$ cat src/rtl/prio_gate_pkg.sv
package prio_gate_pkg;
  localparam int unsigned PRIO_W = 3;
  typedef logic [PRIO_W-1:0] prio_t;
endpackage

$ cat src/rtl/prio_cpu_ctl.sv
module prio_cpu_ctl
  import prio_gate_pkg::*;
(
  input  logic  clk_i,
  input  logic  rst_ni,
  input  logic  ctl_we_i,
  input  logic  ctl_en_i,
  input  prio_t ctl_cpu_prio_i,
  input  logic  irq_ack_i,
  input  prio_t irq_level_i,
  output logic  en_o,
  output prio_t cpu_prio_o
);
  logic  en_q;
  prio_t cpu_q;

  always_ff @(posedge clk_i or negedge rst_ni) begin
    if (!rst_ni) begin
      en_q  <= 1'b0;
      cpu_q <= '0;
    end else begin
      if (ctl_we_i) en_q <= ctl_en_i;
      // interrupt load has precedence over software write
      if (irq_ack_i)     cpu_q <= irq_level_i;
      else if (ctl_we_i) cpu_q <= ctl_cpu_prio_i;
    end
  end

  assign en_o       = en_q;
  assign cpu_prio_o = cpu_q;
endmodule

$ cat src/rtl/prio_req_cell.sv
module prio_req_cell
  import prio_gate_pkg::*;
(
  input  logic  clk_i,
  input  logic  rst_ni,
  input  logic  gate_en_i,
  input  prio_t cpu_prio_i,
  input  logic  prio_we_i,
  input  prio_t prio_wdata_i,
  input  logic  req_i,
  input  logic  ack_i,
  output logic  req_o,
  output prio_t prio_o,
  output logic  pend_o
);
  prio_t prio_q;
  logic  pend_q;
  logic  hold;
  logic  live;

  assign hold = gate_en_i && (cpu_prio_i > prio_q);
  assign live = req_i | pend_q;

  always_ff @(posedge clk_i or negedge rst_ni) begin
    if (!rst_ni) begin
      prio_q <= '0;
      pend_q <= 1'b0;
    end else begin
      if (prio_we_i) prio_q <= prio_wdata_i;
      pend_q <= live & ~ack_i;
    end
  end

  assign req_o  = live & ~hold;
  assign prio_o = prio_q;
  assign pend_o = pend_q;
endmodule

$ cat src/rtl/prio_req_gate.sv
module prio_req_gate
  import prio_gate_pkg::*;
#(
  parameter int unsigned NUM_DMA  = 4,
  parameter int unsigned NUM_XDMA = 4
) (
  input  logic                clk_i,
  input  logic                rst_ni,
  input  logic                ctl_we_i,
  input  logic                ctl_en_i,
  input  logic [PRIO_W-1:0]   ctl_cpu_prio_i,
  input  logic [PRIO_W-1:0]   ctl_xfer_prio_i,
  input  logic                irq_ack_i,
  input  logic [PRIO_W-1:0]   irq_level_i,
  input  logic [NUM_DMA-1:0]  dma_prio_we_i,
  input  logic [PRIO_W-1:0]   dma_prio_wdata_i,
  input  logic [NUM_XDMA-1:0] xdma_prio_we_i,
  input  logic [PRIO_W-1:0]   xdma_prio_wdata_i,
  input  logic                xfer_req_i,
  input  logic                xfer_ack_i,
  output logic                xfer_req_o,
  input  logic [NUM_DMA-1:0]  dma_req_i,
  input  logic [NUM_DMA-1:0]  dma_ack_i,
  output logic [NUM_DMA-1:0]  dma_req_o,
  input  logic [NUM_XDMA-1:0] xdma_req_i,
  input  logic [NUM_XDMA-1:0] xdma_ack_i,
  output logic [NUM_XDMA-1:0] xdma_req_o,
  output logic [PRIO_W-1:0]   cpu_prio_o
);
  logic  gate_en;
  prio_t cpu_prio;
  prio_t xfer_prio;
  logic  xfer_pend;
  logic [NUM_DMA-1:0][PRIO_W-1:0]  dma_prio;
  logic [NUM_DMA-1:0]              dma_pend;
  logic [NUM_XDMA-1:0][PRIO_W-1:0] xdma_prio;
  logic [NUM_XDMA-1:0]             xdma_pend;

  prio_cpu_ctl u_ctl (
    .clk_i          (clk_i),
    .rst_ni         (rst_ni),
    .ctl_we_i       (ctl_we_i),
    .ctl_en_i       (ctl_en_i),
    .ctl_cpu_prio_i (ctl_cpu_prio_i),
    .irq_ack_i      (irq_ack_i),
    .irq_level_i    (irq_level_i),
    .en_o           (gate_en),
    .cpu_prio_o     (cpu_prio)
  );

  prio_req_cell u_xfer (
    .clk_i        (clk_i),
    .rst_ni       (rst_ni),
    .gate_en_i    (gate_en),
    .cpu_prio_i   (cpu_prio),
    .prio_we_i    (ctl_we_i),
    .prio_wdata_i (ctl_xfer_prio_i),
    .req_i        (xfer_req_i),
    .ack_i        (xfer_ack_i),
    .req_o        (xfer_req_o),
    .prio_o       (xfer_prio),
    .pend_o       (xfer_pend)
  );

  for (genvar i = 0; i < NUM_DMA; i++) begin : g_dma
    prio_req_cell u_cell (
      .clk_i        (clk_i),
      .rst_ni       (rst_ni),
      .gate_en_i    (gate_en),
      .cpu_prio_i   (cpu_prio),
      .prio_we_i    (dma_prio_we_i[i]),
      .prio_wdata_i (dma_prio_wdata_i),
      .req_i        (dma_req_i[i]),
      .ack_i        (dma_ack_i[i]),
      .req_o        (dma_req_o[i]),
      .prio_o       (dma_prio[i]),
      .pend_o       (dma_pend[i])
    );
  end

  for (genvar i = 0; i < NUM_XDMA; i++) begin : g_xdma
    prio_req_cell u_cell (
      .clk_i        (clk_i),
      .rst_ni       (rst_ni),
      .gate_en_i    (gate_en),
      .cpu_prio_i   (cpu_prio),
      .prio_we_i    (xdma_prio_we_i[i]),
      .prio_wdata_i (xdma_prio_wdata_i),
      .req_i        (xdma_req_i[i]),
      .ack_i        (xdma_ack_i[i]),
      .req_o        (xdma_req_o[i]),
      .prio_o       (xdma_prio[i]),
      .pend_o       (xdma_pend[i])
    );
  end

  assign cpu_prio_o = cpu_prio;
endmodule

$ cat config.mk
export PLATFORM = sky130hd
export DESIGN_NAME = prio_req_gate
export DESIGN_NICKNAME = d
export VERILOG_FILES = /design/src/rtl/prio_gate_pkg.sv /design/src/rtl/prio_cpu_ctl.sv /design/src/rtl/prio_req_cell.sv /design/src/rtl/prio_req_gate.sv
export SDC_FILE = /design/constraint.sdc
export NUM_CORES = 1
export LEC_CHECK = 0
export BUFFER_PORTS_ARGS = -buffer_cell sky130_fd_sc_hd__buf_2
export CAP_MARGIN = 5
export CORE_MARGIN = 2
export CORE_UTILIZATION = 50
export CTS_CLUSTER_DIAMETER = 40
export DETAILED_ROUTE_END_ITERATION = 10
export PLACE_DENSITY = 0.77
export SLEW_MARGIN = 10
export SYNTH_ARGS = -nofsm -noshare
export SYNTH_HDL_FRONTEND = slang
export SYNTH_SLANG_ARGS = --single-unit
$ cat constraint.sdc
create_clock -name clk_i -period 4.5 [get_ports clk_i]
set_clock_uncertainty 0.2 [all_clocks]
set_input_delay 1.35 -clock clk_i [delete_from_list [all_inputs] [get_ports clk_i]]
set_output_delay 1.35 -clock clk_i [all_outputs]
set_load 0.02 [all_outputs]
# == After elaboration in Yosys (flattened, before gate mapping) ==
# Cells that the tools add are included.
# totals
reg_bits,40
elab_cells,86
output_inout_bits,12
in_bits,46
# op_classes
n_mux,2
n_lt_le_gt_ge,9
reduce_logical,10
n_bitwise,45
# ops
op,count
3-bit > comparator,9
1-bit bitwise AND,18
1-bit inverter,18
1-bit logical AND,9
1-bit bitwise OR,9
3-bit two-way mux,2
2-bit nonzero test,1

# == Longest topological paths before layout ==
# depth
word_depth,4
mapped_depth,6
ltp_nobuf,5

# == Hierarchy ==
# Synthesis repeated with hierarchy kept, for this count alone.
# hier_totals
cells_unflattened,221
area_unflattened_um2,2127.0
# modules_own_cells
mod,seq_area_each_um2,n_inst,area_per_inst_um2,cells_each
prio_req_cell,100.1,9,217.7,23
prio_cpu_ctl,100.1,1,167.7,14

# == Worst setup path before layout ==
# OpenSTA, ideal clock, no wires.
# synth_path
kind,input to output
startpoint,input port xfer_req_i
endpoint,output port xfer_req_o
n_path_buf,0
arrival_time_ns,1.757
required_ns,2.950
path_stages,2
path_slack_ns,1.193
cell_sequence,nor2_1 > a31oi_1
# synth_between
elab_chain_len,2
# synth_rtl
element,line_no,text
start: declaration,prio_req_gate.sv:19,"input logic xfer_req_i,"
1-bit bitwise OR,prio_req_cell.sv:22,assign live = req_i | pend_q;
1-bit bitwise AND,prio_req_cell.sv:34,assign req_o = live & ~hold;
end: declaration,prio_req_gate.sv:21,"output logic xfer_req_o,"
# Every way passes these cells.

# == Worst setup path in the final report ==
# layout_path
startpoint,input port xdma_req_i[1]
endpoint,output port xdma_req_o[1]
# layout_between
elab_chain_len,2
# layout_rtl
element,line_no,text
start: declaration,prio_req_gate.sv:25,"input logic [NUM_XDMA-1:0] xdma_req_i,"
1-bit bitwise OR,prio_req_cell.sv:22,
1-bit bitwise AND,prio_req_cell.sv:34,
end: declaration,prio_req_gate.sv:27,"output logic [NUM_XDMA-1:0] xdma_req_o,"
# Every way passes these cells.

==> impl_metrics.tcl <==
set metrics [dict create \
    status "complete, no violations" \
    synthXorXnorAreaFrac_pct 0 \
    synth_top_cell_by_area "dfrtp_1" \
    htreeDepth 2 \
    clock_sinks 40 \
    track_usage_pct 18.35 \
    fin_nets 350 \
    n_antenna_cell 0 \
    crit_required_ns 2.95 \
    ys_types 14 \
    cp_data_arrival_time_ns 1.85 \
    ir_drop_mv 0.1837 \
    setup_violations 0 \
    cts_buffers 5 \
    placed_cell_area_mm2 0.002419 \
    muxShareOfSynthArea_pct 6.993 \
    gp_congestion 0.7503 \
    wl_mm 4.013 \
    worst_path_most_repeated_cell "buf_2" \
    cpLargestDelayFamily "buffers and inverters" \
    die_x_um 69.53 \
    critical_path_class "in2out" \
    port_buffers 57 \
    p_per_area_mw_per_mm2 332.6 \
    cts_setup_buffers 0 \
    post_cts_resized 0 \
    synth_area_leaders "dfrtp_1, ha_1, nor2_1" \
    synth_top_family_by_area "adder cells" \
    drtAntennaViolNets 0 \
    synth-main-ff-cell "dfrtp_1" \
    grt.overflow.total 0 \
    num_rows 23 \
    clk_pin_slew_ns 0.07 \
    cts_tree "yes" \
    ys_seq_area_share_pct 46.62 \
    async_flop_share_pct 100.0 \
    crit_start "xdma_req_i[1]" \
    r2r-start "u_ctl.cpu_prio_o[2]" \
    synth_cells 223 \
    p_sw_share_pct 29.82 \
    fin_crit_ns 3.403 \
    pwr-share-seq_pct 49.7 \
    period_share_pct 75.63 \
    worstPathMaxFanout 2 \
    hp-start "g_xdma[0].u_cell.pend_o" \
    postLayoutCellArea_mm2 0.002487 \
    crit_path_top_delay_cell "buf_2" \
    max_stage_delay_ns 0.19 \
    grt_max_degree 41 \
    synth_edf_count 0 \
    post-synth-top-count-cell "dfrtp_1" \
    routedWlPerCell_um 12.35 \
    drc 0 \
    io_pins 58 \
    cts-root-buf "clkbuf_8" \
    start_kind "input port" \
    yosys_warnings 0 \
    fin_setup_tns_ns 0 \
    power.leakage_uw 0.001326 \
    via_per_inst 5.080 \
    area_growth_pct 15.85 \
    yosys_register_bits 40 \
    postCtsHoldBufs 0 \
    synth_top_area_share_pct 46.62 \
    yosys.area_share.simple_pct 9.965 \
    critPathBufInv 2 \
    clockPowerShare_pct 25.4 \
    rsz0062_at_grt "no" \
    synth_compound_area_share_pct 12.24 \
    hold_viol_final 0 \
    syn_area_per_cell_um2 9.628 \
    drv_cap 0 \
    ff_latch_area_mm2 0.001001 \
    dieArea_mm2 0.004834 \
    synthAdderAreaFrac_pct 15.73 \
    first_iter_violations 39 \
    multiInputGateArea_um2 964.7 \
    grt_pass1_wl_mm 6.982 \
    synth_commonest_cells "dfrtp_1, nor2_1, inv_1" \
    p_switching_uw 246.7 \
    die_y_um 69.53 \
    fin_util_pct 61.30 \
    start_util_pct 52.91 \
    path_cells "buf_2 -> nor2_1 -> a31oi_1 -> buf_2" \
    core-area_mm2 0.004058 \
    routed-via-count 1651 \
    slew_violations 0 \
    antenna_found_initial 0 \
    end_kind "primary output" \
    syn_nets 296 \
    dp_hpwl_mm 3.040 \
    timing.slew.headroom_pct 41.58 \
    cts_buffer_depth 2 \
    grt_pass1_vias 1581 \
    netlist_area_mm2 0.002147 \
    fillers 344 \
    dr.pass1.iters 4 \
    fmax_mhz 293.8 \
    hp-class "reg2reg" \
    drive_above_1_share_pct 26.18 \
    clk_latency_ns 0.28 \
    p_int_uw 580.7 \
    tightest_slew_ns 0.8762 \
    p_comb_share_pct 24.9 \
]
[registers in the layout, indices dropped and copies added (netlist names)]
register,cells
u_xfer.prio_o,3
g_xdma.u_cell.prio_o,12
u_xfer.pend_o,1
u_ctl.cpu_prio_o,3
u_ctl.en_o,1
g_xdma.u_cell.pend_o,4
g_dma.u_cell.pend_o,4
g_dma.u_cell.prio_o,12
[cell usage in the layout (no fill, tap or decap)]
cell type | Yosys | routed
ha_1 | 27 | 27
o21ai_0 | 27 | 27
dfrtp_1 | 40 | 40
inv_1 | 28 | 28
clkbuf_8 | 0 | 5
nor2_1 | 36 | 36
mux2i_1 | 3 | 3
mux2_4 | 2 | 2
o21ai_1 | 3 | 3
nand2_1 | 21 | 21
mux2_2 | 8 | 8
a31oi_1 | 18 | 18
buf_2 | 0 | 57
[final timing paths]
check | to | slack (ns) | cells after the start
max reg2reg | u_ctl.cpu_prio_o[2] | 3.28 | 2
min reg2reg | g_xdma[0].u_cell.pend_o | 0.28 | 2
max | xdma_req_o[1] | 1.10 | 4
min | g_xdma[0].u_cell.pend_o | 0.28 | 2
max in group asynchronous | g_xdma[3].u_cell.prio_o[1] | 2.57 | 1
min in group asynchronous | u_xfer.prio_o[1] | 0.98 | 1
[cell families (layout without fill, tap and decap cells)]
family                     after synthesis  count (layout)
and+or+nand+nor                         57              57
AOI/OAI and AO/OA                       48              48
DFF                                     40              40
buffers and inverters                   38              90
adders and majority gates               27              27
muxes                                   13              13
[per-layer routing]
layer	global-route usage (%)	up-vias	wire (um)
li1	-	852	-
met1	22.87	760	1807
met2	31.73	34	1971
met3	3.924	5	184
met4	5.882	0	49
met5	0	-	0
[through the flow]
| step | setup slack [ns] | hold WS, ns | power [uW] | instances |
|---|---|---|---|---|
| finish | 1.097 | 0.2814 | 827.4 | 325 |
| CTS | 1.084 | 0.2903 | 836.6 | 325 |
| detailed placement | 1.086 | 0.2742 | 628.3 | 320 |
| global placement | 1.102 | 0.2636 | 618.5 | 320 |
| global route | 0.9763 | 0.3040 | 882.3 | 325 |
| floorplan | 1.193 | 0.2497 | 566.6 | 223 |
[worst reg2reg max path: stages, from the launching register on]
cell and delay [ns]:
dfrtp_1 0.68, mux2i_1 0.14, o21ai_1 0.14
[power groups by stage]
stage          clock network, uW  logic, uW  registers (uW)
2_1_floorplan                  0        154             413
3_3_place_gp                   0        201             418
3_5_place_dp                   0        209             419
4_1_cts                      214        210             412
5_1_grt                      226        241             415
6_report                     210        206             411
[layout make-up]
type / count / area share [%]
clock buffer: 5 / 2.767
inverter: 28 / 4.225
multi-input combinational: 145 / 38.78
sequential: 40 / 40.24
tap: 50 / 2.515
timing repair buffer: 57 / 11.47
Note: power is estimated with default switching activity, not from simulation.
